--- config.mk ---
export PLATFORM = sky130hd
export DESIGN_NAME = frac_clk_synth
export DESIGN_NICKNAME = d
export VERILOG_FILES = /design/src/rtl/frac_clk_synth.sv
export SDC_FILE = /design/constraint.sdc
export NUM_CORES = 1
export LEC_CHECK = 0
export ABC_AREA = 1
export BUFFER_PORTS_ARGS = -buffer_cell sky130_fd_sc_hd__buf_2
export CORE_UTILIZATION = 61
export CTS_CLUSTER_DIAMETER = 50
export DETAILED_ROUTE_END_ITERATION = 6
export PLACE_DENSITY = 0.86
export SLEW_MARGIN = 25
export SYNTH_ARGS = -nofsm -noshare
export SYNTH_HDL_FRONTEND = slang
export SYNTH_SLANG_ARGS = --single-unit
--- constraint.sdc ---
create_clock -name clk -period 5.15 [get_ports clk]
set_input_delay 0.515 -clock clk [delete_from_list [all_inputs] [get_ports clk]]
set_output_delay 0.515 -clock clk [all_outputs]
set_load 0.02 [all_outputs]
--- src/rtl/frac_clk_synth.sv ---
module frac_clk_synth #(
  parameter int REG_W    = 32,
  parameter int FACTOR_W = 17,
  parameter int FRAC_W   = 14
) (
  input  logic             clk,
  input  logic             rst,
  input  logic             ctl_we,
  input  logic             fac_we,
  input  logic [REG_W-1:0] wr_data,
  output logic [REG_W-1:0] rd_data,
  output logic             clk_out,
  output logic             rise_pulse
);
  localparam int ACC_W = FACTOR_W + 1;
  localparam logic [FACTOR_W-1:0] ONE_F = FACTOR_W'(1) << FRAC_W;
  localparam logic [ACC_W-1:0]    ONE_A = ACC_W'(1) << FRAC_W;

  logic [REG_W-1:0]    ctl_q;
  logic [FACTOR_W-1:0] act_q;
  logic [ACC_W-1:0]    acc_q;
  logic                out_q, rise_q;

  wire [FACTOR_W-1:0] fac_q   = ctl_q[FACTOR_W-1:0];
  wire [ACC_W-1:0]    sum     = acc_q + ONE_A;
  wire                running = act_q != '0;
  wire                sub_one = act_q < ONE_F;
  wire                toggle  = running && (sub_one || sum >= {1'b0, act_q});
  wire                restart = sub_one || fac_q != act_q;

  always_ff @(posedge clk) begin
    if (rst) begin
      ctl_q  <= '0;
      act_q  <= '0;
      acc_q  <= '0;
      out_q  <= 1'b0;
      rise_q <= 1'b0;
    end else begin
      if (ctl_we)      ctl_q <= wr_data;
      else if (fac_we) ctl_q[FACTOR_W-1:0] <= wr_data[FACTOR_W-1:0];
      rise_q <= 1'b0;
      if (!running) begin
        act_q <= fac_q;
        acc_q <= '0;
        out_q <= 1'b0;
      end else if (toggle) begin
        act_q <= fac_q;
        acc_q <= restart ? '0 : sum - {1'b0, act_q};
        if (fac_q == '0) begin
          out_q <= 1'b0;
        end else begin
          out_q  <= ~out_q;
          rise_q <= ~out_q;
        end
      end else begin
        acc_q <= sum;
      end
    end
  end

  assign rd_data    = ctl_q;
  assign clk_out    = out_q;
  assign rise_pulse = rise_q;

  a_r1_reset_state: assert property (@(posedge clk) rst |=> (!clk_out && !rise_pulse && rd_data == '0));
  a_r3_upper_kept: assert property (@(posedge clk) disable iff (rst)
    (fac_we && !ctl_we) |=> rd_data[REG_W-1:FACTOR_W] == $past(rd_data[REG_W-1:FACTOR_W]));
  a_r6_fast_toggle: assert property (@(posedge clk) disable iff (rst)
    (running && sub_one && fac_q != '0) |=> clk_out != $past(clk_out));
  a_r7_stopped_low: assert property (@(posedge clk) disable iff (rst)
    !running |-> (!clk_out && !rise_pulse));
  a_r8_acc_bound: assert property (@(posedge clk) disable iff (rst)
    (running && !sub_one) |-> acc_q < {1'b0, act_q});
  a_r9_rise_marks_edge: assert property (@(posedge clk) disable iff (rst)
    rise_pulse |-> (clk_out && !$past(clk_out)));
endmodule

-- Word-level counts from Yosys, hierarchy flattened
Index checks and enable logic that the tools add are counted.
- register bits after elaboration: 69
- output and inout port bits: 34
- input port bits: 36
- logic and storage cells: 30
- eq/ne operators: 2
- add/subtract/negate cells: 2
- bitwise operators: 3
- reductions and logical operators: 8
- mux-type cells: 7
- order comparisons: 2
- operators with widths (cell ; count):
    17-bit two-way mux ; 4
    18-bit two-way mux ; 2
    18-bit by 15-bit adder with 18-bit output (second input constant) ; 1
    18-bit by 17-bit >= comparator with 1-bit output ; 1
    18-bit by 17-bit subtractor with 18-bit output ; 1
    17-bit zero test ; 1
    17-bit by 15-bit less-than comparator with 1-bit output (second input constant) ; 1
    17-bit inequality test ; 1
    17-bit nonzero test ; 1
    1-bit NOT ; 3
    3-bit OR reduction ; 1
    1-bit logical OR ; 2
    2-bit by 1-bit inequality test with 1-bit output (second input constant) ; 1
    2-bit nonzero test ; 1
    2-bit OR reduction ; 1
    1-bit logical AND ; 1
    1-bit two-way mux ; 1

-- Longest topological paths before layout
- depth after elaboration: 6
- depth in mapped cells: 15
- depth with buffers taken out: 15

-- Least setup slack after synthesis
OpenSTA, ideal clock, no wires.
- path type: register -> register
- start point: register acc_q[14]
- end point: register acc_q[10]
- library setup time: 132 ps
- path slack: 3060 ps
- data required time: 5018 ps
- clock period less this slack: 2090 ps
- cell stages (with the launch flop): 16
- data arrival time: 1957 ps
- path buffers: 2
- path through: dfxtp_1 ha_1 ha_1 nand2_1 inv_1 nand2_1 nor2_2 nand2_1 nand3_1 nand2_1 nand3_4 nand2_2 buf_6 buf_6 nand2_1 a21oi_1
- longest elaborated chain between the ends: 5
- RTL lines (what ; line ; text):
    from (decl) ; 21 ; logic [ACC_W-1:0] acc_q;
    from (signal assigned) ; 48 ; acc_q <= restart ? '0 : sum - {1'b0, act_q};
    from (signal assigned) ; 56 ; acc_q <= sum;
    18-bit by 15-bit adder with 18-bit output ; 25 ; wire [ACC_W-1:0] sum = acc_q + ONE_A;
    18-bit by 17-bit >= comparator with 1-bit output ; 28 ; wire toggle = running && (sub_one || sum >= {1'b0, act_q});
    1-bit logical OR ; 28 ;
    1-bit logical AND ; 28 ;
    18-bit two-way mux ; 46 ; end else if (toggle) begin
No other way between the ends.
A chain may end at the register's enable or synchronous reset.

-- Worst setup path after layout
- start point: register acc_q[14]
- end point: register acc_q[7]
Same word-level chain as after synthesis.

==> reports/qor.txt <==
Fin worst setup slack -> 2.02 ns
Most common cell after layout, fill and taps aside -> nand2_1
Final Critical Period -> 3.13 ns
Leading area contributor after synthesis -> dfxtp_1
Post-synth top area share -> 34.9%
Row Count -> 28
Critical Path Source Type -> flop
Final Hold Fails -> 0
Total Routing Usage GR -> 31.5%
Synth cell types -> 29
Crit share post-route -> 60.7%
Vias per cell -> 5.49
Unrepaired setup endpoints after global routing -> no
Simple-Gate Fraction of Synth Area -> 30.1%
Minimum hold slack -> 0.345 ns
Min-delay worst type -> input pin to flop
Drt wl/cell -> 14.1 um
Gr ovfl total -> 0
Vias in the first global route -> 3595
Flops & latches, synth -> 69
Slew HR -> 53.4%
Mapped Nets -> 650
Placed insts -> 723
Worst EP arrival -> 3.33 ns
Fin Clk Skew -> 0.0112 ns
Max Fclk -> 0.320 GHz
Syn. warnings -> 0
Outcome -> finished, final reports clean
DR pass1 iterations -> 5
Crit-path max FO -> 37
Clock transition at the registers of the reported paths -> 0.08 ns
RePlAce Congestion -> 0.953
Antenna cells -> 0
DRC Markers -> 0
Mux share of post-synthesis cell area -> 0%
Initial Util -> 64.9%
Die area -> 6820 um2
Layout Nets -> 714
Least-Margin Pin Slew -> 0.697 ns
Most frequent cells in the layout -> 149 x nand2_1, 70 x inv_1, 70 x nor2_1, 69 x dfxtp_1, 69 x buf_2
Synth Area in Adders -> 6.19%
Post-Synth XOR/XNOR Area -> 5.09%
Sequential area share after synthesis -> 34.9%
Slew Viols, Final -> 0
Final setup fails -> 0
Setup bufs post-CTS -> 0
Largest net degree at the start of global routing -> 51
Largest family of logic cells by synthesized area -> simple AND/OR/NAND/NOR gates
First-pass GRT wire length -> 16.2 mm
Max Cap Viol -> 0
P_leak -> 2.25 nW
Via Count -> 4056
Total wire length -> 10.4 mm
Mapped Cells -> 595
# H-tree levels -> 3
Sink Count -> 69
Final non-filler cell total -> 739
DIE HEIGHT -> 82.6 um
Tot Pwr -> 2.24 mW
Core area -> 6100 um2
Post-detail-place hpwl -> 7.74 mm
ANT nets after route -> 0
Post-synthesis instance area -> 3960 um2
Worst vdd ir -> 345 uV
Setup TNS -> 0 ns
Antenna violations before repair -> 0
IO Port Bufs -> 69
Crit. End Element -> flop
Critical path type -> flop to flop
Post-synthesis average cell area -> 6.65 um2
Initial DRC count -> 307
Power Density -> 492 nW/um2
Synth area leaders -> dfxtp_1 35%, nand2_1 14%, a21oi_1 8.2%
Post-CTS sizing -> 0
Clk buf depth -> 2
# IOs -> 70
Placement Setup Slack -> 2.10 ns
Compound-Gate Fraction of Synth Area -> 14.9%
Root Driver -> clkbuf_8
Hold_buf cts -> 0
Worst Path Required -> 5.35 ns
Share of post-route cells with drive strength above 1 -> 14.8%
Worst-Skew Late Latency -> 0.36 ns
CTS tree -> yes
TritonCTS buffer count -> 9
Die extent in x -> 82.6 um
Area Overhead vs Synth -> 15.1%
==> report_power, final <==
part | switching (mW) | internal (mW) | leakage [nW] | total, mW
clock network | 0.233 | 0.281 | 0.113 | 0.514
registers | 0.0617 | 0.608 | 0.569 | 0.670
logic | 0.725 | 0.335 | 1.57 | 1.06
==> logic make-up (layout without fill, tap and decap cells) <==
logic type	count (synthesis)	in the layout
adder cells (fa/ha/maj)	19	19
flip-flops	69	69
XOR/XNOR	23	23
AO/OA/AOI/OAI	117	117
buffers and inverters	89	158
AND/OR/NAND/NOR	278	278
==> Yosys cell counts, drive strengths merged <==
library cell,instances
xnor2,10
buf,3
o21ai,51
nand3,25
a21oi,65
inv,72
ha,18
nand4,13
nor3,3
or2,1
nand2,151
fa,1
dfxtp,69
clkinv,1
nor4,3
and2,5
a211oi,1
nor2,75
nand3b,2
xor2,13
clkbuf,13
==> layout make-up <==
cell class              count  area, um2
multi-input cells         437       2230
fillers                   507       1540
flip-flops and latches     69       1380
repair buffers             69        345
inverters                  73        274
clock buffers               9        124
clock inverters             7        105
well taps                  75       93.8
==> per-stage QoR <==
stage | utilization [%] | instance area (um2)
2_1_floorplan | - | 3960
3_3_place_gp | 70.9 | 4320
3_5_place_dp | 70.9 | 4320
4_1_cts | 74.7 | 4550
5_1_grt | 74.8 | 4560
6_report | 74.8 | 4560
==> critical path, cell delays in order (launching register included) <==
cell and delay (ns):
dfxtp_1 0.33, ha_1 0.32, ha_1 0.34, nand2_1 0.09, inv_1 0.07, nand2_1 0.10, nor2_2 0.05, nand2_1 0.05
nand3_1 0.06, nand2_1 0.11, nand3_4 0.31, nand2_2 0.49, clkinv_1 0.39, nand2_1 0.18, a21oi_1 0.08
==> flip-flops by register name, summed over array words and instances, names as in the netlist <==
register    count
rd_data        32
acc_q          18
clk_out         1
rise_pulse      1
act_q          17
==> worst paths after layout <==
check	from	endpoint	slack, ns	depth (start not counted)
worst max-delay path	acc_q[14]	acc_q[7]	2.02	14
worst min-delay path	rst	rise_pulse	0.34	2
worst max register to register	acc_q[14]	acc_q[7]	2.02	14
worst min register to register	acc_q[13]	acc_q[13]	0.47	2
==> layer usage <==
layer  share of wire (%)  routed length, um  GRT usage, %
met3                 5.3                548          3.41
met1                  46               4740          41.9
met4                 2.5                261          13.3
met2                  47               4840          51.8
met5                   0                  0             0
Note: power is estimated with default switching activity, not from simulation.
